[src/rtl/sec_attr_pkg.sv]
package sec_attr_pkg;

  localparam int unsigned REGS_PER_GRP = 3;

  typedef enum logic [1:0] {
    REG_STATUS    = 2'd0,
    REG_MAKE_NSEC = 2'd1,
    REG_MAKE_SEC  = 2'd2,
    REG_NONE      = 2'd3
  } reg_kind_e;

  // Apply one set or clear mask to a group's bits, then force the unowned bits to 0
  function automatic logic [31:0] next_attr(input logic [31:0] cur,
                                            input logic [31:0] mask,
                                            input logic        do_set,
                                            input logic        do_clr,
                                            input logic [31:0] legal);
    logic [31:0] v;
    v = cur;
    if (do_set) v = v | mask;
    if (do_clr) v = v & ~mask;
    return v & legal;
  endfunction

endpackage

[src/rtl/sec_attr_decode.sv]
module sec_attr_decode
  import sec_attr_pkg::*;
#(
  parameter int unsigned ADDR_W  = 8,
  parameter int unsigned NUM_GRP = 2,
  localparam int unsigned IDX_W  = ADDR_W - 2,
  localparam int unsigned GIDX_W = (NUM_GRP > 1) ? $clog2(NUM_GRP) : 1
) (
  input  logic [ADDR_W-1:0] addr,
  output reg_kind_e         kind,
  output logic [GIDX_W-1:0] grp
);

  logic [IDX_W-1:0] word_idx;
  assign word_idx = addr[ADDR_W-1:2];

  always_comb begin
    kind = REG_NONE;
    grp  = '0;
    for (int g = 0; g < NUM_GRP; g++) begin
      for (int k = 0; k < REGS_PER_GRP; k++) begin
        if (word_idx == IDX_W'(g * REGS_PER_GRP + k)) begin
          kind = reg_kind_e'(2'(k));
          grp  = GIDX_W'(g);
        end
      end
    end
  end

endmodule

[src/rtl/sec_attr_group.sv]
module sec_attr_group
  import sec_attr_pkg::*;
#(
  parameter int unsigned     GRP_W = 16,
  parameter logic [GRP_W-1:0] LEGAL = '1
) (
  input  logic             clk,
  input  logic             rst_n,
  input  logic             make_nsec,
  input  logic             make_sec,
  input  logic [GRP_W-1:0] wmask,
  output logic [GRP_W-1:0] state
);

  logic [GRP_W-1:0] state_nx;

  assign state_nx = GRP_W'(next_attr(32'(state), 32'(wmask),
                                     make_nsec, make_sec, 32'(LEGAL)));

  always_ff @(posedge clk or negedge rst_n) begin
    if (!rst_n) state <= '0;
    else        state <= state_nx;
  end

endmodule

[src/rtl/sec_attr_rdport.sv]
module sec_attr_rdport
  import sec_attr_pkg::*;
#(
  parameter int unsigned GRP_W   = 16,
  parameter int unsigned NUM_GRP = 2,
  parameter int unsigned DATA_W  = 32,
  localparam int unsigned GIDX_W = (NUM_GRP > 1) ? $clog2(NUM_GRP) : 1
) (
  input  logic                     clk,
  input  logic                     rst_n,
  input  reg_kind_e                kind,
  input  logic [GIDX_W-1:0]        grp,
  input  logic [NUM_GRP*GRP_W-1:0] states,
  output logic [DATA_W-1:0]        rdata
);

  logic [GRP_W-1:0]  picked;
  logic [DATA_W-1:0] rdata_nx;

  assign picked   = states[grp*GRP_W +: GRP_W];
  assign rdata_nx = (kind == REG_STATUS) ? DATA_W'(picked) : '0;

  always_ff @(posedge clk or negedge rst_n) begin
    if (!rst_n) rdata <= '0;
    else        rdata <= rdata_nx;
  end

endmodule

[src/rtl/sec_attr_ctrl.sv]
module sec_attr_ctrl
  import sec_attr_pkg::*;
#(
  parameter int unsigned ADDR_W  = 8,
  parameter int unsigned GRP_W   = 16,
  parameter int unsigned NUM_GRP = 2,
  parameter int unsigned DATA_W  = 32,
  parameter logic [NUM_GRP*GRP_W-1:0] ASSIGNED = 32'h01FF_03FF,
  localparam int unsigned ATTR_W = NUM_GRP * GRP_W,
  localparam int unsigned GIDX_W = (NUM_GRP > 1) ? $clog2(NUM_GRP) : 1
) (
  input  logic              clk,
  input  logic              rst_n,
  input  logic [ADDR_W-1:0] bus_addr,
  input  logic              bus_we,
  input  logic [DATA_W-1:0] bus_wdata,
  output logic [DATA_W-1:0] bus_rdata,
  output logic [ATTR_W-1:0] attr_o
);

  // Decode results and write strobes, kept as named wires so the checker can see them
  reg_kind_e          hit_kind;
  logic [GIDX_W-1:0]  hit_grp;
  logic [NUM_GRP-1:0] wr_make_nsec;
  logic [NUM_GRP-1:0] wr_make_sec;

  sec_attr_decode #(
    .ADDR_W  (ADDR_W),
    .NUM_GRP (NUM_GRP)
  ) u_decode (
    .addr (bus_addr),
    .kind (hit_kind),
    .grp  (hit_grp)
  );

  for (genvar g = 0; g < NUM_GRP; g++) begin : g_grp
    assign wr_make_nsec[g] = bus_we && (hit_kind == REG_MAKE_NSEC) && (hit_grp == GIDX_W'(g));
    assign wr_make_sec[g]  = bus_we && (hit_kind == REG_MAKE_SEC)  && (hit_grp == GIDX_W'(g));

    sec_attr_group #(
      .GRP_W (GRP_W),
      .LEGAL (ASSIGNED[g*GRP_W +: GRP_W])
    ) u_group (
      .clk       (clk),
      .rst_n     (rst_n),
      .make_nsec (wr_make_nsec[g]),
      .make_sec  (wr_make_sec[g]),
      .wmask     (bus_wdata[GRP_W-1:0]),
      .state     (attr_o[g*GRP_W +: GRP_W])
    );
  end

  sec_attr_rdport #(
    .GRP_W   (GRP_W),
    .NUM_GRP (NUM_GRP),
    .DATA_W  (DATA_W)
  ) u_rdport (
    .clk    (clk),
    .rst_n  (rst_n),
    .kind   (hit_kind),
    .grp    (hit_grp),
    .states (attr_o),
    .rdata  (bus_rdata)
  );

endmodule

[config.mk]
export PLATFORM = sky130hd
export DESIGN_NAME = sec_attr_ctrl
export DESIGN_NICKNAME = d
export VERILOG_FILES = /design/src/rtl/sec_attr_pkg.sv /design/src/rtl/sec_attr_decode.sv /design/src/rtl/sec_attr_group.sv /design/src/rtl/sec_attr_rdport.sv /design/src/rtl/sec_attr_ctrl.sv
export SDC_FILE = /design/constraint.sdc
export NUM_CORES = 1
export LEC_CHECK = 0
export BUFFER_PORTS_ARGS = -buffer_cell sky130_fd_sc_hd__buf_2
export CORE_ASPECT_RATIO = 0.6
export CORE_UTILIZATION = 40
export CTS_CLUSTER_DIAMETER = 60
export DETAILED_ROUTE_END_ITERATION = 6
export PLACE_DENSITY = 0.84
export SYNTH_ARGS = -nofsm -noshare
export SYNTH_HDL_FRONTEND = slang
export SYNTH_SLANG_ARGS = --single-unit
[constraint.sdc]
create_clock -name clk -period 2.5 [get_ports clk]
set_input_delay 0.5 -clock clk [delete_from_list [all_inputs] [get_ports clk]]
set_output_delay 0.5 -clock clk [all_outputs]
set_load 0.005 [all_outputs]
=== After elaboration in Yosys (flattened, before gate mapping) ===
Index checks and enable logic that the tools add are counted.
Widths: inputs -> output; s select.

* Memories: 0
* Output and inout port bits: 64
* Bits in latches: 0
* Memory bits (writable): 0
* Flip-flop bits (word level): 51
* Memory bits (read-only): 0
* Input bits: 43
* Word-level logic and storage cells: 39

* Multiply operators: 0
* Reduce and logical (&&, ||, !) cells: 8
* Eq/ne operators: 7
* Mux-type cells: 14
* Divide/modulo/power cells: 0
* Order comparisons: 0
* Bitwise logic cells: 6
* Add/sub/neg operators: 0
* Shifts and indexed selects: 1

{| class="wikitable"
|+ Operators with widths
! operator !! count
|-
| $shiftx 32x6->16 || 1
|-
| $mux 10 || 2
|-
| $mux 9 || 2
|-
| $mux 16 || 1
|-
| $eq 6x2->1 const B || 2
|-
| $eq 6x3->1 const B || 2
|-
| $mux 2 || 6
|-
| $and 10x10->10 || 1
|-
| $not 10->10 || 1
|-
| $or 10x10->10 || 1
|-
| $and 9x9->9 || 1
|-
| $or 9x9->9 || 1
|-
| $eq 6x1->1 const B || 1
|-
| $logic_and 1x1->1 || 6
|-
| $logic_not 6->1 || 1
|-
| $mux 1 || 3
|-
| $eq 2x1->1 const B || 1
|-
| $eq 2x2->1 const B || 1
|-
| $logic_not 2->1 || 1
|-
| $not 1->1 || 1
|}

=== Logic depth before layout (Yosys ltp) ===
* Word-level depth: 13
* Depth in mapped cells: 5
* Mapped depth without buffers: 3

=== Cells and area by module ===
Synthesis repeated with hierarchy kept, for this count alone.

* Cell total of the unflattened synthesis: 159
* Area, all modules: 1696.6 um^2

{| class="wikitable"
|+ Modules (own cells, without submodules)
! module !! seq. area each (um^2) !! cells each !! area each (um^2) !! times used
|-
| sec_attr_rdport || 400.4 || 70 || 785.8 || 1
|-
| sec_attr_group at g_grp[0].u_group || 250.2 || 39 || 415.4 || 1
|-
| sec_attr_group at g_grp[1].u_group || 225.2 || 37 || 387.9 || 1
|-
| sec_attr_decode || 0.0 || 9 || 60.1 || 1
|-
| sec_attr_ctrl || 0.0 || 4 || 47.5 || 1
|}

=== Least setup slack after synthesis ===
No wires, ideal clock.

* Path kind: input to register
* Start: input port bus_addr[7]
* End: register (tool-made name)
* Setup time: 0.137 ns
* Stages on the path: 5
* Data arrival time: 1.468 ns
* Path buffers: 2
* Required time: 2.363 ns
* Setup slack: 0.895 ns
* Cells stage by stage: or3_1 -> buf_2 -> buf_6 -> o31ai_4 -> o41ai_2

{| class="wikitable"
|+ RTL lines
! item !! RTL line !! source
|-
| from (decl) || sec_attr_ctrl.sv:14 || <nowiki>input logic [ADDR_W-1:0] bus_addr,</nowiki>
|}

==> results.md <==
* Yosys top cell area share at 0.397
* Initial antenna violation count at 0
* Final number of setup-violating endpoints at 0
* Clock Tree Root: clkbuf_8
* Total Neg Setup Slack at 0 ps
* Logic pwr share at 0.167
* Syn Inst Count at 182
* P_int at 0.751 mW
* Core ar. at 4230 um^2
* Setup ws final at 689 ps
* IO Port Bufs at 47
* Critical path fanouts, max at 10
* DRC at 0
* Clk buf depth at 2
* Synth Register Bits at 29
* Synth cell types at 26
* Post-CTS Resized at 0
* Row count at 18
* Hold Crit Class: input pin to asynchronous set/reset pin
* Critical Path RT at 2700 ps
* Syn_area_per_cell at 10.0 um^2
* Psw at 0.317 mW
* Slew Viols, Final at 0
* Fmax at 552 MHz
* Overall die width at 89.2 um
* Setup skew after layout at 2.12 ps
* TritonRoute pass-1 iters at 5
* Post-synth EDFFs at 0
* Largest net degree at the start of global routing at 30
* Vias at 1504
* Die ar. at 4850 um^2
* GP Congestion at 0.783
* Clk slew on worst S/H paths at 60 ps
* Most used DFF post-synth: dfrtp_1
* Top post-synthesis cells by area: dfrtp_1 (40%), buf_4 (15%), mux2i_1 (9.9%)
* Worst EP arrival at 2010 ps
* CTS Buf Count at 5
* # diodes at 0
* CP Capture Type: flop
* WL/cell at 15.6 um
* Post-route ant nets at 0
* Clk pwr share at 0.353
* Final Hold Vio Count at 0
* Total power at 1.07 mW
* Post-Syn Area at 1830 um^2
* H-tree Lvls at 2
* Crit share post-route at 0.724
* Slew headroom at 0.185
* Async S/R FF share, synth at 1.00
* Pwr per Cell Area at 528 nW/um^2
* DP Cell Count at 277
* VDD IR max at 0.248 mV
* RSZ-0062 raised after global routing: false
* Number of global-route vias before repair at 1415
* Area Overhead vs Synth at 10.8%
* CTS tree: done
* Nets at 267
* Layout cells sized above 1 at 0.280
* P_leak at 0.998 nW
* Vias per cell at 5.28
* Critical setup path kind: input pin to flop
* Sequential power share at 0.481
* First-pass GRT wire length at 7060 um
* Register area share after synthesis at 0.397
* Worst-margin pin slew at 1210 ps
* Post-CTS setup buffer count at 0
* Clock sink count at 29
* Min Tclk post-route at 1810 ps
* Initial DRC count at 70
* Outcome: complete, no violations
* GRT Util Overall at 0.203
* Worst skew pair latency at 280 ps
* Hold_buf cts at 0
* I/O pin count at 107
* Dpl ws at 465 ps
* Switching share of power at 0.297
* # fillers at 438
* Final wirelength at 4450 um
* Critical Path Source Type: input pin
* Area leader, netlist: dfrtp_1
* Grt ovf at 0
* Final HPWL DP at 3070 um
* Non-Filler Instances at 285
* Die height at 54.3 um
* Effective utilization at floorplan at 0.431
* Max-Cap Viols at 0
* Fin Hold WS at 252 ps
* YS warnings at 0
[cell usage after synthesis (2+ instances only)]
master    number
buf_1          2
a31oi_1       10
o22a_1         9
dfrtp_1       29
a21oi_1       10
o41ai_1        8
buf_4         36
nand2_1       11
nor2_1         9
mux2i_1       18
buf_2          3
clkbuf_1       5
o31ai_1       17
buf_6          3
[layout by cell type (no fill, tap or decap), drive strengths merged]
cell,n
nand2,11
nor3,1
or4,1
and2,1
o22a,9
or2,1
mux2i,18
nand2b,1
o41ai,9
conb,35
dfrtp,29
clkbuf,6
nor4,1
or3,1
inv,1
a21oi,10
nor2,9
a31oi,10
clkinv,2
buf,50
o31ai,19
[power groups by stage]
stage	clock network, mW	registers [mW]	logic [mW]
final	0.377	0.513	0.178
after global placement	0	0.521	0.167
after detailed placement	0	0.521	0.176
after global routing	0.412	0.517	0.199
after floorplan	0	0.519	0.147
after CTS	0.386	0.513	0.177
[per-layer routing]
layer / vias to the layer above / wire length, um / GRT usage
li1: 687 / - / -
met1: 750 / 1900 / 0.260
met2: 63 / 2150 / 0.336
met3: 4 / 369 / 0.0558
met4: 0 / 38 / 0.0714
met5: - / 0 / 0
[cells by family (layout without fill, tap and decap cells)]
group / Yosys count / count (layout) / share of synthesized area
AO/OA/AOI/OAI: 57 / 57 / 0.240
buffers and inverters: 50 / 59 / 0.191
flip-flops: 29 / 29 / 0.397
multiplexers: 18 / 18 / 0.0986
other: 1 / 35 / 0.00205
AND/OR/NAND/NOR: 27 / 27 / 0.0706
[final cells by class]
| type | instances | area (um^2) | area share |
|---|---|---|---|
| Inverter | 1 | 3.75 | 0.00185 |
| Timing Repair Buffer | 50 | 258 | 0.127 |
| Clock buffer | 6 | 72.6 | 0.0358 |
| Multi-Input combinational cell | 137 | 880 | 0.434 |
| Tap cell | 60 | 75.1 | 0.0371 |
| Sequential cell | 29 | 726 | 0.358 |
| Clock inverter | 2 | 10.0 | 0.00494 |
[final timing paths]
kind	from	to	slack, ps	cells after the start
max	bus_addr[7]	flop	690	4
max in group asynchronous	rst_n	asynchronous set/reset pin	1820	1
min	rst_n	u_rdport.rdata[6]	250	1
min reg2reg	flop	flop	560	2
max reg2reg	flop	u_rdport.rdata[8]	1560	3
min in group clk	bus_wdata[4]	flop	520	3
[critical path, stage by stage]
cell     delay, ps
buf_2          120
nor4_2        1030
a31oi_1        180
a21oi_1        190
[per-stage QoR]
| step | utilization | instance area, um^2 |
|---|---|---|
| after floorplan | - | 1950 |
| after global placement | 0.459 | 1940 |
| after detailed placement | 0.459 | 1940 |
| after CTS | 0.478 | 2020 |
| after global routing | 0.478 | 2020 |
| final | 0.478 | 2020 |
No activity file was read; power rests on OpenSTA's default activity.
